<file path="config.mk">
export PLATFORM = sky130hd
export DESIGN_NAME = bus_capture_dma
export DESIGN_NICKNAME = d
export VERILOG_FILES = /design/src/rtl/capdma_pkg.sv /design/src/rtl/capdma_fifo.sv /design/src/rtl/capdma_wr_master.sv /design/src/rtl/bus_capture_dma.sv
export SDC_FILE = /design/constraint.sdc
export NUM_CORES = 1
export LEC_CHECK = 0
export BUFFER_PORTS_ARGS = -buffer_cell sky130_fd_sc_hd__buf_2
export CORE_MARGIN = 8
export CORE_UTILIZATION = 50
export DETAILED_ROUTE_END_ITERATION = 10
export GPL_TIMING_DRIVEN = 0
export PLACE_DENSITY = 0.68
export SKIP_CTS_REPAIR_TIMING = 1
export SYNTH_ARGS = -nofsm -noshare
export SYNTH_HDL_FRONTEND = slang
export SYNTH_HIERARCHICAL = 1
export SYNTH_SLANG_ARGS = --single-unit
</file>
<file path="constraint.sdc">
create_clock -name clk -period 4.19 [get_ports clk]
set_input_delay 0.419 -clock clk [delete_from_list [all_inputs] [get_ports clk]]
set_output_delay 0.419 -clock clk [all_outputs]
set_load 0.01 [all_outputs]
</file>
<file path="src/rtl/capdma_pkg.sv">
// Shared constants of the capture DMA: register byte offsets and widths.
package capdma_pkg;
    localparam int REG_W = 16;
    localparam int OFS_W = 5;
    localparam logic [OFS_W-1:0] OFS_CTRL  = 5'h00;
    localparam logic [OFS_W-1:0] OFS_BASE  = 5'h04;
    localparam logic [OFS_W-1:0] OFS_LEN   = 5'h08;
    localparam logic [OFS_W-1:0] OFS_STAT  = 5'h0C;
    localparam logic [OFS_W-1:0] OFS_CADDR = 5'h10;
    localparam logic [OFS_W-1:0] OFS_CLEN  = 5'h14;
endpackage

</file>
<file path="src/rtl/capdma_fifo.sv">
// Sample FIFO with show-ahead read.
// Assumes the owner never pushes when full and never pops when empty.
module capdma_fifo #(
    parameter int W     = 32,
    parameter int DEPTH = 8
) (
    input  logic         clk,
    input  logic         rst_n,
    input  logic         push,
    input  logic [W-1:0] wdata,
    input  logic         pop,
    output logic [W-1:0] rdata,
    output logic         full,
    output logic         empty
);
    localparam int PW = (DEPTH > 1) ? $clog2(DEPTH) : 1;
    localparam int CW = $clog2(DEPTH + 1);

    logic [W-1:0]  store [DEPTH];
    logic [PW-1:0] wp, rp;
    logic [CW-1:0] cnt;

    assign rdata = store[rp];
    assign full  = (cnt == CW'(DEPTH));
    assign empty = (cnt == '0);

    // Storage write on push.
    always_ff @(posedge clk) begin
        if (push) store[wp] <= wdata;
    end

    // Pointer and occupancy bookkeeping.
    always_ff @(posedge clk) begin
        if (!rst_n) begin
            wp  <= '0;
            rp  <= '0;
            cnt <= '0;
        end else begin
            if (push) wp <= (wp == PW'(DEPTH - 1)) ? '0 : wp + 1'b1;
            if (pop)  rp <= (rp == PW'(DEPTH - 1)) ? '0 : rp + 1'b1;
            if (push && !pop)      cnt <= cnt + 1'b1;
            else if (pop && !push) cnt <= cnt - 1'b1;
        end
    end

    a_r5_push_not_full: assert property (@(posedge clk) disable iff (!rst_n)
        push |-> !full);
    a_r7_pop_not_empty: assert property (@(posedge clk) disable iff (!rst_n)
        pop |-> !empty);
endmodule

</file>
<file path="src/rtl/capdma_wr_master.sv">
// Single-beat memory write master: takes one FIFO word and holds
// request and data until ready. Assumes the address comes from the owner
// and changes only on beat_done.
module capdma_wr_master #(
    parameter int W = 32
) (
    input  logic         clk,
    input  logic         rst_n,
    input  logic         fifo_empty,
    input  logic [W-1:0] fifo_rdata,
    output logic         fifo_pop,
    input  logic         mem_ready,
    output logic         mem_req,
    output logic [W-1:0] mem_wdata,
    output logic         beat_done
);
    assign fifo_pop  = !mem_req && !fifo_empty;
    assign beat_done = mem_req && mem_ready;

    // Load a word when idle, release the request once ready is seen.
    always_ff @(posedge clk) begin
        if (!rst_n) begin
            mem_req   <= 1'b0;
            mem_wdata <= '0;
        end else if (fifo_pop) begin
            mem_req   <= 1'b1;
            mem_wdata <= fifo_rdata;
        end else if (beat_done) begin
            mem_req   <= 1'b0;
        end
    end

    a_r8_data_hold: assert property (@(posedge clk) disable iff (!rst_n)
        mem_req && !mem_ready |=> mem_req && $stable(mem_wdata));
endmodule

</file>
<file path="src/rtl/bus_capture_dma.sv">
// Capture DMA top: register file, capture gating, run sequencing and the
// address/remaining counters. Assumes reg_addr is stable while reg_we is
// high and that AW is at most the 16-bit register width.
module bus_capture_dma
    import capdma_pkg::*;
#(
    parameter int DW         = 32,
    parameter int AW         = 16,
    parameter int LW         = 14,
    parameter int FIFO_DEPTH = 8
) (
    input  logic                 clk,
    input  logic                 rst_n,
    input  logic [OFS_W-1:0]     reg_addr,
    input  logic                 reg_we,
    input  logic [REG_W-1:0]     reg_wdata,
    output logic [REG_W-1:0]     reg_rdata,
    input  logic                 cap_valid,
    input  logic [DW-1:0]        cap_data,
    output logic                 mem_req,
    output logic [AW-1:0]        mem_addr,
    output logic [DW-1:0]        mem_wdata,
    input  logic                 mem_ready
);
    localparam int WA = AW - 2;

    logic          en, circ, ovf, active;
    logic [WA-1:0] base_q, run_base, cur_word;
    logic [LW-1:0] len_q, run_len, rem, cap_left;
    logic          wr_ctrl, wr_stat, start, accept, push, drop, last_cap;
    logic          fifo_full, fifo_empty, fifo_pop, beat_done;
    logic [DW-1:0] fifo_rdata;

    assign wr_ctrl  = reg_we && (reg_addr == OFS_CTRL);
    assign wr_stat  = reg_we && (reg_addr == OFS_STAT);
    assign start    = wr_ctrl && reg_wdata[0] && !active;
    assign accept   = cap_valid && en;
    assign push     = accept && !fifo_full;
    assign drop     = accept && fifo_full;
    assign last_cap = push && !circ && (cap_left == '0);
    assign mem_addr = {cur_word, 2'b00};

    capdma_fifo #(.W(DW), .DEPTH(FIFO_DEPTH)) u_fifo (
        .clk(clk), .rst_n(rst_n), .push(push), .wdata(cap_data),
        .pop(fifo_pop), .rdata(fifo_rdata), .full(fifo_full), .empty(fifo_empty)
    );

    capdma_wr_master #(.W(DW)) u_wr (
        .clk(clk), .rst_n(rst_n), .fifo_empty(fifo_empty), .fifo_rdata(fifo_rdata),
        .fifo_pop(fifo_pop), .mem_ready(mem_ready), .mem_req(mem_req),
        .mem_wdata(mem_wdata), .beat_done(beat_done)
    );

    // Software-written configuration: start address, length, mode.
    always_ff @(posedge clk) begin
        if (!rst_n) begin
            base_q <= '0;
            len_q  <= '0;
            circ   <= 1'b0;
        end else begin
            if (reg_we && reg_addr == OFS_BASE) base_q <= reg_wdata[AW-1:2];
            if (reg_we && reg_addr == OFS_LEN)  len_q  <= reg_wdata[LW-1:0];
            if (wr_ctrl)                        circ   <= reg_wdata[1];
        end
    end

    // Capture enable with one-shot self-clear and one-shot word counter.
    always_ff @(posedge clk) begin
        if (!rst_n) begin
            en       <= 1'b0;
            cap_left <= '0;
        end else begin
            if (start)                         en <= 1'b1;
            else if (wr_ctrl && !reg_wdata[0]) en <= 1'b0;
            else if (last_cap)                 en <= 1'b0;
            if (start)                         cap_left <= len_q;
            else if (push && cap_left != '0)   cap_left <= cap_left - 1'b1;
        end
    end

    // Active covers capture plus the drain of FIFO and pending write.
    always_ff @(posedge clk) begin
        if (!rst_n)                                  active <= 1'b0;
        else if (start)                              active <= 1'b1;
        else if (!en && fifo_empty && !mem_req)      active <= 1'b0;
    end

    // Next write address and remaining count, wrapping at buffer end.
    always_ff @(posedge clk) begin
        if (!rst_n) begin
            run_base <= '0;
            run_len  <= '0;
            cur_word <= '0;
            rem      <= '0;
        end else if (start) begin
            run_base <= base_q;
            run_len  <= len_q;
            cur_word <= base_q;
            rem      <= len_q;
        end else if (beat_done) begin
            if (rem == '0) begin
                cur_word <= run_base;
                rem      <= run_len;
            end else begin
                cur_word <= cur_word + 1'b1;
                rem      <= rem - 1'b1;
            end
        end
    end

    // Sticky overflow flag, cleared by writing 1; a new drop wins.
    always_ff @(posedge clk) begin
        if (!rst_n)                          ovf <= 1'b0;
        else if (drop)                       ovf <= 1'b1;
        else if (wr_stat && reg_wdata[1])    ovf <= 1'b0;
    end

    // Register read multiplexer.
    always_comb begin
        unique case (reg_addr)
            OFS_CTRL:  reg_rdata = {{(REG_W-2){1'b0}}, circ, en};
            OFS_BASE:  reg_rdata = REG_W'({base_q, 2'b00});
            OFS_LEN:   reg_rdata = REG_W'(len_q);
            OFS_STAT:  reg_rdata = {{(REG_W-2){1'b0}}, ovf, active};
            OFS_CADDR: reg_rdata = REG_W'({cur_word, 2'b00});
            OFS_CLEN:  reg_rdata = REG_W'(rem);
            default:   reg_rdata = '0;
        endcase
    end

    a_r7_enable_within_active: assert property (@(posedge clk) disable iff (!rst_n)
        en |-> active);
    a_r8_addr_hold: assert property (@(posedge clk) disable iff (!rst_n)
        mem_req && !mem_ready |=> $stable(mem_addr));
    a_r9_ovf_sticky: assert property (@(posedge clk) disable iff (!rst_n)
        ovf && !(wr_stat && reg_wdata[1]) |=> ovf);
    a_r3_start_arms: assert property (@(posedge clk) disable iff (!rst_n)
        start |=> en && active);
endmodule

</file>
# Word level (Yosys, flattened, before mapping)
# Memory sizes are Yosys's and may differ from the RTL's. A register that Yosys moved wholly into a read port is not among the register bits.
# Index checks and enable logic that the tools add are counted.
[word_totals] reg_bits=113 ram_bits=256 input_bits=58 out_inout_bits=65 wordCells=97 n_memories=1
[op_classes] add_sub_neg=7 eq_ne=8 muxes=24 n_reduce_logical=42
[memory_table] name="u_fifo.store" depth=8 width=32 read_ports=1 rd_clocked_by_memory_dff=1 wr=1 line="capdma_fifo.sv:19" rtl="logic [W-1:0] store [DEPTH];"
[op_table] op="14-bit 2-to-1 mux" count=8
[op_table] op="16-bit one-hot mux with 6 select lines" count=1
[op_table] op="14-bit zero test" count=2
[op_table] op="14-bit by 1-bit subtractor with 14-bit output (second input constant)" count=2
[op_table] op="1-bit logical AND" count=20
[op_table] op="14-bit by 1-bit adder with 14-bit output (second input constant)" count=1
[op_table] op="14-bit nonzero test" count=1
[op_table] op="2-bit nonzero test" count=6
[op_table] op="1-bit 2-to-1 mux" count=11
[op_table] op="5-bit by 4-bit == test with 1-bit output (second input constant)" count=2
[op_table] op="5-bit == test (second input constant)" count=2
[op_table] op="1-bit zero test" count=10
[op_table] op="4-bit 2-to-1 mux" count=2
[op_table] op="3-bit by 1-bit adder with 3-bit output (second input constant)" count=2
[op_table] op="3-bit == test (second input constant)" count=2
[op_table] op="3-bit 2-to-1 mux" count=2
[op_table] op="5-bit by 3-bit == test with 1-bit output (second input constant)" count=1
[op_table] op="5-bit zero test" count=1
[op_table] op="4-bit by 1-bit adder with 4-bit output (second input constant)" count=1
[op_table] op="4-bit == test (second input constant)" count=1
[op_table] op="4-bit zero test" count=1
[op_table] op="4-bit by 1-bit subtractor with 4-bit output (second input constant)" count=1
[op_table] op="3-bit nonzero test" count=1

# Longest topological paths before layout
[depth] depth_word=8 depth_mapped=13

# Modules after synthesis
# The synthesis kept the hierarchy.
[modules_own_cells] module="capdma_fifo" n_inst=1 cells_each=444 area_per_inst_um2=10428.8
[modules_own_cells] module="bus_capture_dma" n_inst=1 cells_each=681 area_per_inst_um2=5352.6
[modules_own_cells] module="capdma_wr_master" n_inst=1 cells_each=152 area_per_inst_um2=1318.8

# Least setup slack after synthesis
# Ideal clock, no wire load.
[synth_path] path_type="register to register" from="register u_fifo.cnt[0]" to="memory u_fifo.store[0][0], enable pin" setup_ns=0.461 arrival_time_ns=3.282 t_required_ns=3.729 path_slack_ns=0.447 path_stages_with_launch=6 path_buffers=0 period_less_slack_ns=3.743 cell_sequence="dfxtp_1 > nor4b_1 > nand3b_1 > inv_1 > nand2b_1 > nor3_1"
[synth_via] elab_chain_len=5
[synth_rtl] element="start: declaration" line="capdma_fifo.sv:21" rtl="logic [CW-1:0] cnt;"
[synth_rtl] element="start signal: assignment" line="capdma_fifo.sv:41" rtl="if (push && !pop) cnt <= cnt + 1'b1;"
[synth_rtl] element="start signal: assignment" line="capdma_fifo.sv:42" rtl="else if (pop && !push) cnt <= cnt - 1'b1;"
[synth_rtl] element="4-bit == test" line="capdma_fifo.sv:24" rtl="assign full = (cnt == CW'(DEPTH));"
[synth_rtl] element="via fifo_full" line="bus_capture_dma.sv:31" rtl="logic fifo_full, fifo_empty, fifo_pop, beat_done;"
[synth_rtl] element="1-bit zero test" line="bus_capture_dma.sv:38" rtl="assign push = accept && !fifo_full;"
[synth_rtl] element="1-bit logical AND" line="bus_capture_dma.sv:38"
[synth_rtl] element="via push" line="bus_capture_dma.sv:30" rtl="logic wr_ctrl, wr_stat, start, accept, push, drop, last_cap;"
[synth_rtl] element="1-bit 2-to-1 mux" line="capdma_fifo.sv:29" rtl="if (push) store[wp] <= wdata;"
[synth_rtl] element="1-bit 2-to-1 mux (implied by the code)" line="capdma_fifo.sv:29"
[synth_rtl] element="end: declaration" line="capdma_fifo.sv:19"
# The timed path passes the listed nets, and every way through them passes these cells.

# Worst setup path after layout
[layout_path] from="register u_fifo.cnt[1]" to="register u_fifo.cnt[3]"
[layout_via] elab_chain_len=6 elab_cells_between_ends=15
[layout_rtl] element="4-bit zero test *" line="capdma_fifo.sv:25" rtl="assign empty = (cnt == '0);"
[layout_rtl] element="via fifo_empty" line="bus_capture_dma.sv:31"
[layout_rtl] element="1-bit zero test *" line="capdma_wr_master.sv:17" rtl="assign fifo_pop = !mem_req && !fifo_empty;"
[layout_rtl] element="1-bit logical AND *" line="capdma_wr_master.sv:17"
[layout_rtl] element="via fifo_pop" line="bus_capture_dma.sv:31"
[layout_rtl] element="1-bit zero test" line="capdma_fifo.sv:41"
[layout_rtl] element="1-bit logical AND" line="capdma_fifo.sv:41"
[layout_rtl] element="4-bit 2-to-1 mux or 2-bit nonzero test (tied branches)"
# The timed path passes the listed nets; every way through them passes the cells marked *. The select of a mux whose other input is x is not followed.
# A chain may end at the register's enable or synchronous reset.

==> impl_metrics.json <==
{
  "status": "finished clean",
  "worst_setup_path_startpoint": "u_fifo/cnt[1]$_SDFFE_PN0P_",
  "synth_async_sr_flop_share": 0,
  "drt-initial-drc-count": 999,
  "worst_slew_slack_as_a_fraction_of_its_limit": 0.3519,
  "synth-simple-area-share": 0.09080,
  "synth_xor_xnor_area_share": 0.01178,
  "synth_cell_types": 74,
  "via_count": 11710,
  "synth_seq_area_share": 0.6228,
  "share_of_the_core_filled_with_cells_in_the_final_layout": 0.5954,
  "timing_worst_setup_path_type": "reg -> reg",
  "clock_root_cell": "sky130_fd_sc_hd__clkbuf_16",
  "timing.reg2reg.worst_path_depth": 13,
  "post_synth_instance_area_um2": 17100,
  "ant_nets": 0,
  "grt_remaining_overflow": 0,
  "worst-r2r-setup-slack_ns": 0.75,
  "synth.yosys.warnings": 6,
  "fill_cells": 2646,
  "final_number_of_setup_violating_endpoints": 0,
  "flow.area_growth_from_synthesis_pct": 17.04,
  "die_width_um": 200.9,
  "synth.most_common_cell": "sky130_fd_sc_hd__edfxtp_1",
  "power.static_leakage_nw": 6.830,
  "first_pass_iters": 5,
  "netlist_instances": 1277,
  "cts_htree_levels": 2,
  "cts.sinks": 404,
  "crit_fanout": 10,
  "achievable-frequency_ghz": 0.2911,
  "first_pass_grt_wire_length_mm": 69.24,
  "syn_avg_cell_area_um2": 13.39,
  "post-route-min-period_ns": 3.435,
  "power.ir.vdd_worst_v": 0.0004418,
  "final_hold_vios": 0,
  "detail_route.vias_per_cell": 6.051,
  "slew_viol_final": 0,
  "cp.required_ns": 4.65,
  "synth.mux.area_fraction": 0.1195,
  "critPathCaptureType": "flop",
  "multi_input_area_um2": 5916,
  "clock_tree_from_tritoncts": "built",
  "synth-compound-area-share": 0.1110,
  "synth.cells.most_frequent": "sky130_fd_sc_hd__edfxtp_1, sky130_fd_sc_hd__nand2_1, sky130_fd_sc_hd__dfxtp_1",
  "die-area_um2": 40370,
  "timing.clock.skew_ns": 0.02717,
  "wirelength_mm": 46.09,
  "synth_fa_ha_area_frac": 0.009219,
  "postSynthRegisterBits": 404,
  "clk_pin_slew_worst_paths_ns": 0.06,
  "biggest_area_contributors_in_the_synthesized_netlist": "sky130_fd_sc_hd__edfxtp_1, sky130_fd_sc_hd__dfxtp_1, sky130_fd_sc_hd__mux4_1",
  "rsz0062_at_grt": "false",
  "pin_count": 123,
  "clk_path_buf_depth": 3,
  "clock_insertion_delay_worst_skew_ns": 0.55,
  "min_path_type": "in -> reg",
  "power.density_nw_per_um2": 634.9,
  "first_global_vias": 11550,
  "globalplace.congestion": 0.9617,
  "route.detailed.drc": 0,
  "synth_top_area_cell": "sky130_fd_sc_hd__edfxtp_1",
  "dominant_combinational_cell_family_by_area_after_synthesis": "multiplexers",
  "die_height_um": 200.9,
  "antenna_violations_before_repair": 8,
  "timing.critical_path.arrival_ns": 3.90,
  "initial_core_util": 0.5087,
  "core-area_um2": 33620,
  "numCtsBuffers": 42,
  "finish.net_count": 1525,
  "place_area_um2": 18540,
  "placementRows": 67,
  "synth-edff-count": 256,
  "critical_path.reg2reg.startpoint": "u_fifo/cnt[1]$_SDFFE_PN0P_",
  "critical_path.startpoint_type": "flop",
  "largest_net_degree_at_the_start_of_global_routing": 27,
  "synth_top_area_share": 0.4496,
  "reg2reg_to": "u_fifo/cnt[3]$_SDFFE_PN0P_",
  "regArea_um2": 10650,
  "drive_gt1_frac": 0.2227,
  "port_buffers": 119,
  "critical_path.endpoint": "u_fifo/cnt[3]$_SDFFE_PN0P_",
  "max-cap-violations": 0,
  "routedWlPerCell_um": 23.81,
  "global_route.usage.total": 0.2210,
  "final_design_area_no_fill_um2": 20010,
  "max_slew.worst_pin.slew_ns": 0.9686,
  "yosys_most_used_dff": "sky130_fd_sc_hd__edfxtp_1",
  "dp_hpwl_mm": 31.25,
  "finalCritPeriodShare": 0.8199,
  "fin_tns_setup_ns": 0
}
critical path, cell delays in order (launching register included):
cell and delay (ns):
sky130_fd_sc_hd__dfxtp_1 0.36, sky130_fd_sc_hd__nor4_1 0.69, sky130_fd_sc_hd__buf_2 0.37, sky130_fd_sc_hd__or2_4 0.22, sky130_fd_sc_hd__buf_6 0.17, sky130_fd_sc_hd__inv_1 0.09
sky130_fd_sc_hd__inv_1 0.15, sky130_fd_sc_hd__ha_1 0.19, sky130_fd_sc_hd__inv_1 0.09, sky130_fd_sc_hd__ha_1 0.33, sky130_fd_sc_hd__a21oi_1 0.19, sky130_fd_sc_hd__a211oi_1 0.10
sky130_fd_sc_hd__a31oi_1 0.22, sky130_fd_sc_hd__mux2i_1 0.20
stage by stage:
step                      total power [mW]  setup slack [ns]  hold slack [ns]  cells
after detailed placement             8.784            0.7991           0.4441   1859
after global placement               8.725            -2.357           0.4388   1845
after global routing                 13.20            0.5272           0.1083   1936
final                                12.71            0.7547           0.1193   1936
after CTS                            12.70            0.7680          0.09563   1934
after floorplan                      7.476            0.4472           0.4332   1278
sequential cells by signal, indices dropped and copies added, names as in the netlist, named ones only:
signal / count
u_wr/mem_req: 1
ovf: 1
cur_word: 14
run_base: 14
u_fifo/store: 256
active: 1
en: 1
u_fifo/cnt: 4
len_q: 14
base_q: 14
u_wr/mem_wdata: 32
cap_left: 14
rem: 14
circ: 1
u_fifo/wp: 3
u_fifo/rp: 3
run_len: 14
logic make-up after synthesis:
kind of cell | count (synthesis)
multiplexers | 105
buffers and inverters | 106
adder cells (fa/ha/maj) | 12
other | 1
XOR/XNOR | 23
AND/OR/NAND/NOR | 310
flip-flops | 404
AO/OA/AOI/OAI | 316
placed cells by master (no fill, tap or decap), types with 33 or more instances in the layout:
cell                        instances
sky130_fd_sc_hd__clkbuf_16         42
sky130_fd_sc_hd__nand2_1          174
sky130_fd_sc_hd__buf_2            139
sky130_fd_sc_hd__dfxtp_1          148
sky130_fd_sc_hd__mux2_2            33
sky130_fd_sc_hd__o211ai_1          40
sky130_fd_sc_hd__edfxtp_1         256
sky130_fd_sc_hd__a21oi_1          121
sky130_fd_sc_hd__o21ai_0           48
sky130_fd_sc_hd__mux4_1            40
sky130_fd_sc_hd__clkbuf_1          43
worst min-delay path by stage:
stage,slack [ns],endpoint,cells after the start,from
3_5_place_dp,0.44,run_base[12]$_SDFFE_PN0P_,2,run_base[12]$_SDFFE_PN0P_
4_1_cts,0.1,base_q[8]$_SDFFE_PN0P_,3,reg_wdata[10]
6_report,0.12,base_q[8]$_SDFFE_PN0P_,3,reg_wdata[10]
5_1_grt,0.11,base_q[8]$_SDFFE_PN0P_,3,reg_wdata[10]
2_1_floorplan,0.43,run_base[10]$_SDFFE_PN0P_,2,run_base[10]$_SDFFE_PN0P_
3_3_place_gp,0.44,run_len[10]$_SDFFE_PN0P_,2,run_len[10]$_SDFFE_PN0P_
report_power, final:
| group | internal (mW) | switching, mW | leakage (nW) | total [mW] |
|---|---|---|---|---|
| Combinational | 1.60 | 2.38 | 2.61 | 3.98 |
| Sequential | 4.50 | 0.292 | 3.50 | 4.79 |
| Clock | 2.37 | 1.56 | 0.714 | 3.93 |
| Total | 8.47 | 4.24 | 6.83 | 12.7 |
area by class of cell:
cell class	count	area share
Sequential cell	404	0.5321
Buffer	89	0.02644
Timing Repair Buffer	133	0.04101
Multi-Input combinational cell	768	0.2956
Tap cell	448	0.02801
Clock inverter	22	0.01682
Antenna cell	2	0.0002501
Inverter	17	0.003188
Clock buffer	53	0.05658
routing by layer:
layer	track usage	vias to the layer above	wire, um
li1	-	5264	-
met1	0.2899	5796	18980
met2	0.3481	538	21540
met3	0.05470	106	4034
met4	0.09093	10	1474
met5	0	-	59
Power figures use the tool's default switching activity.
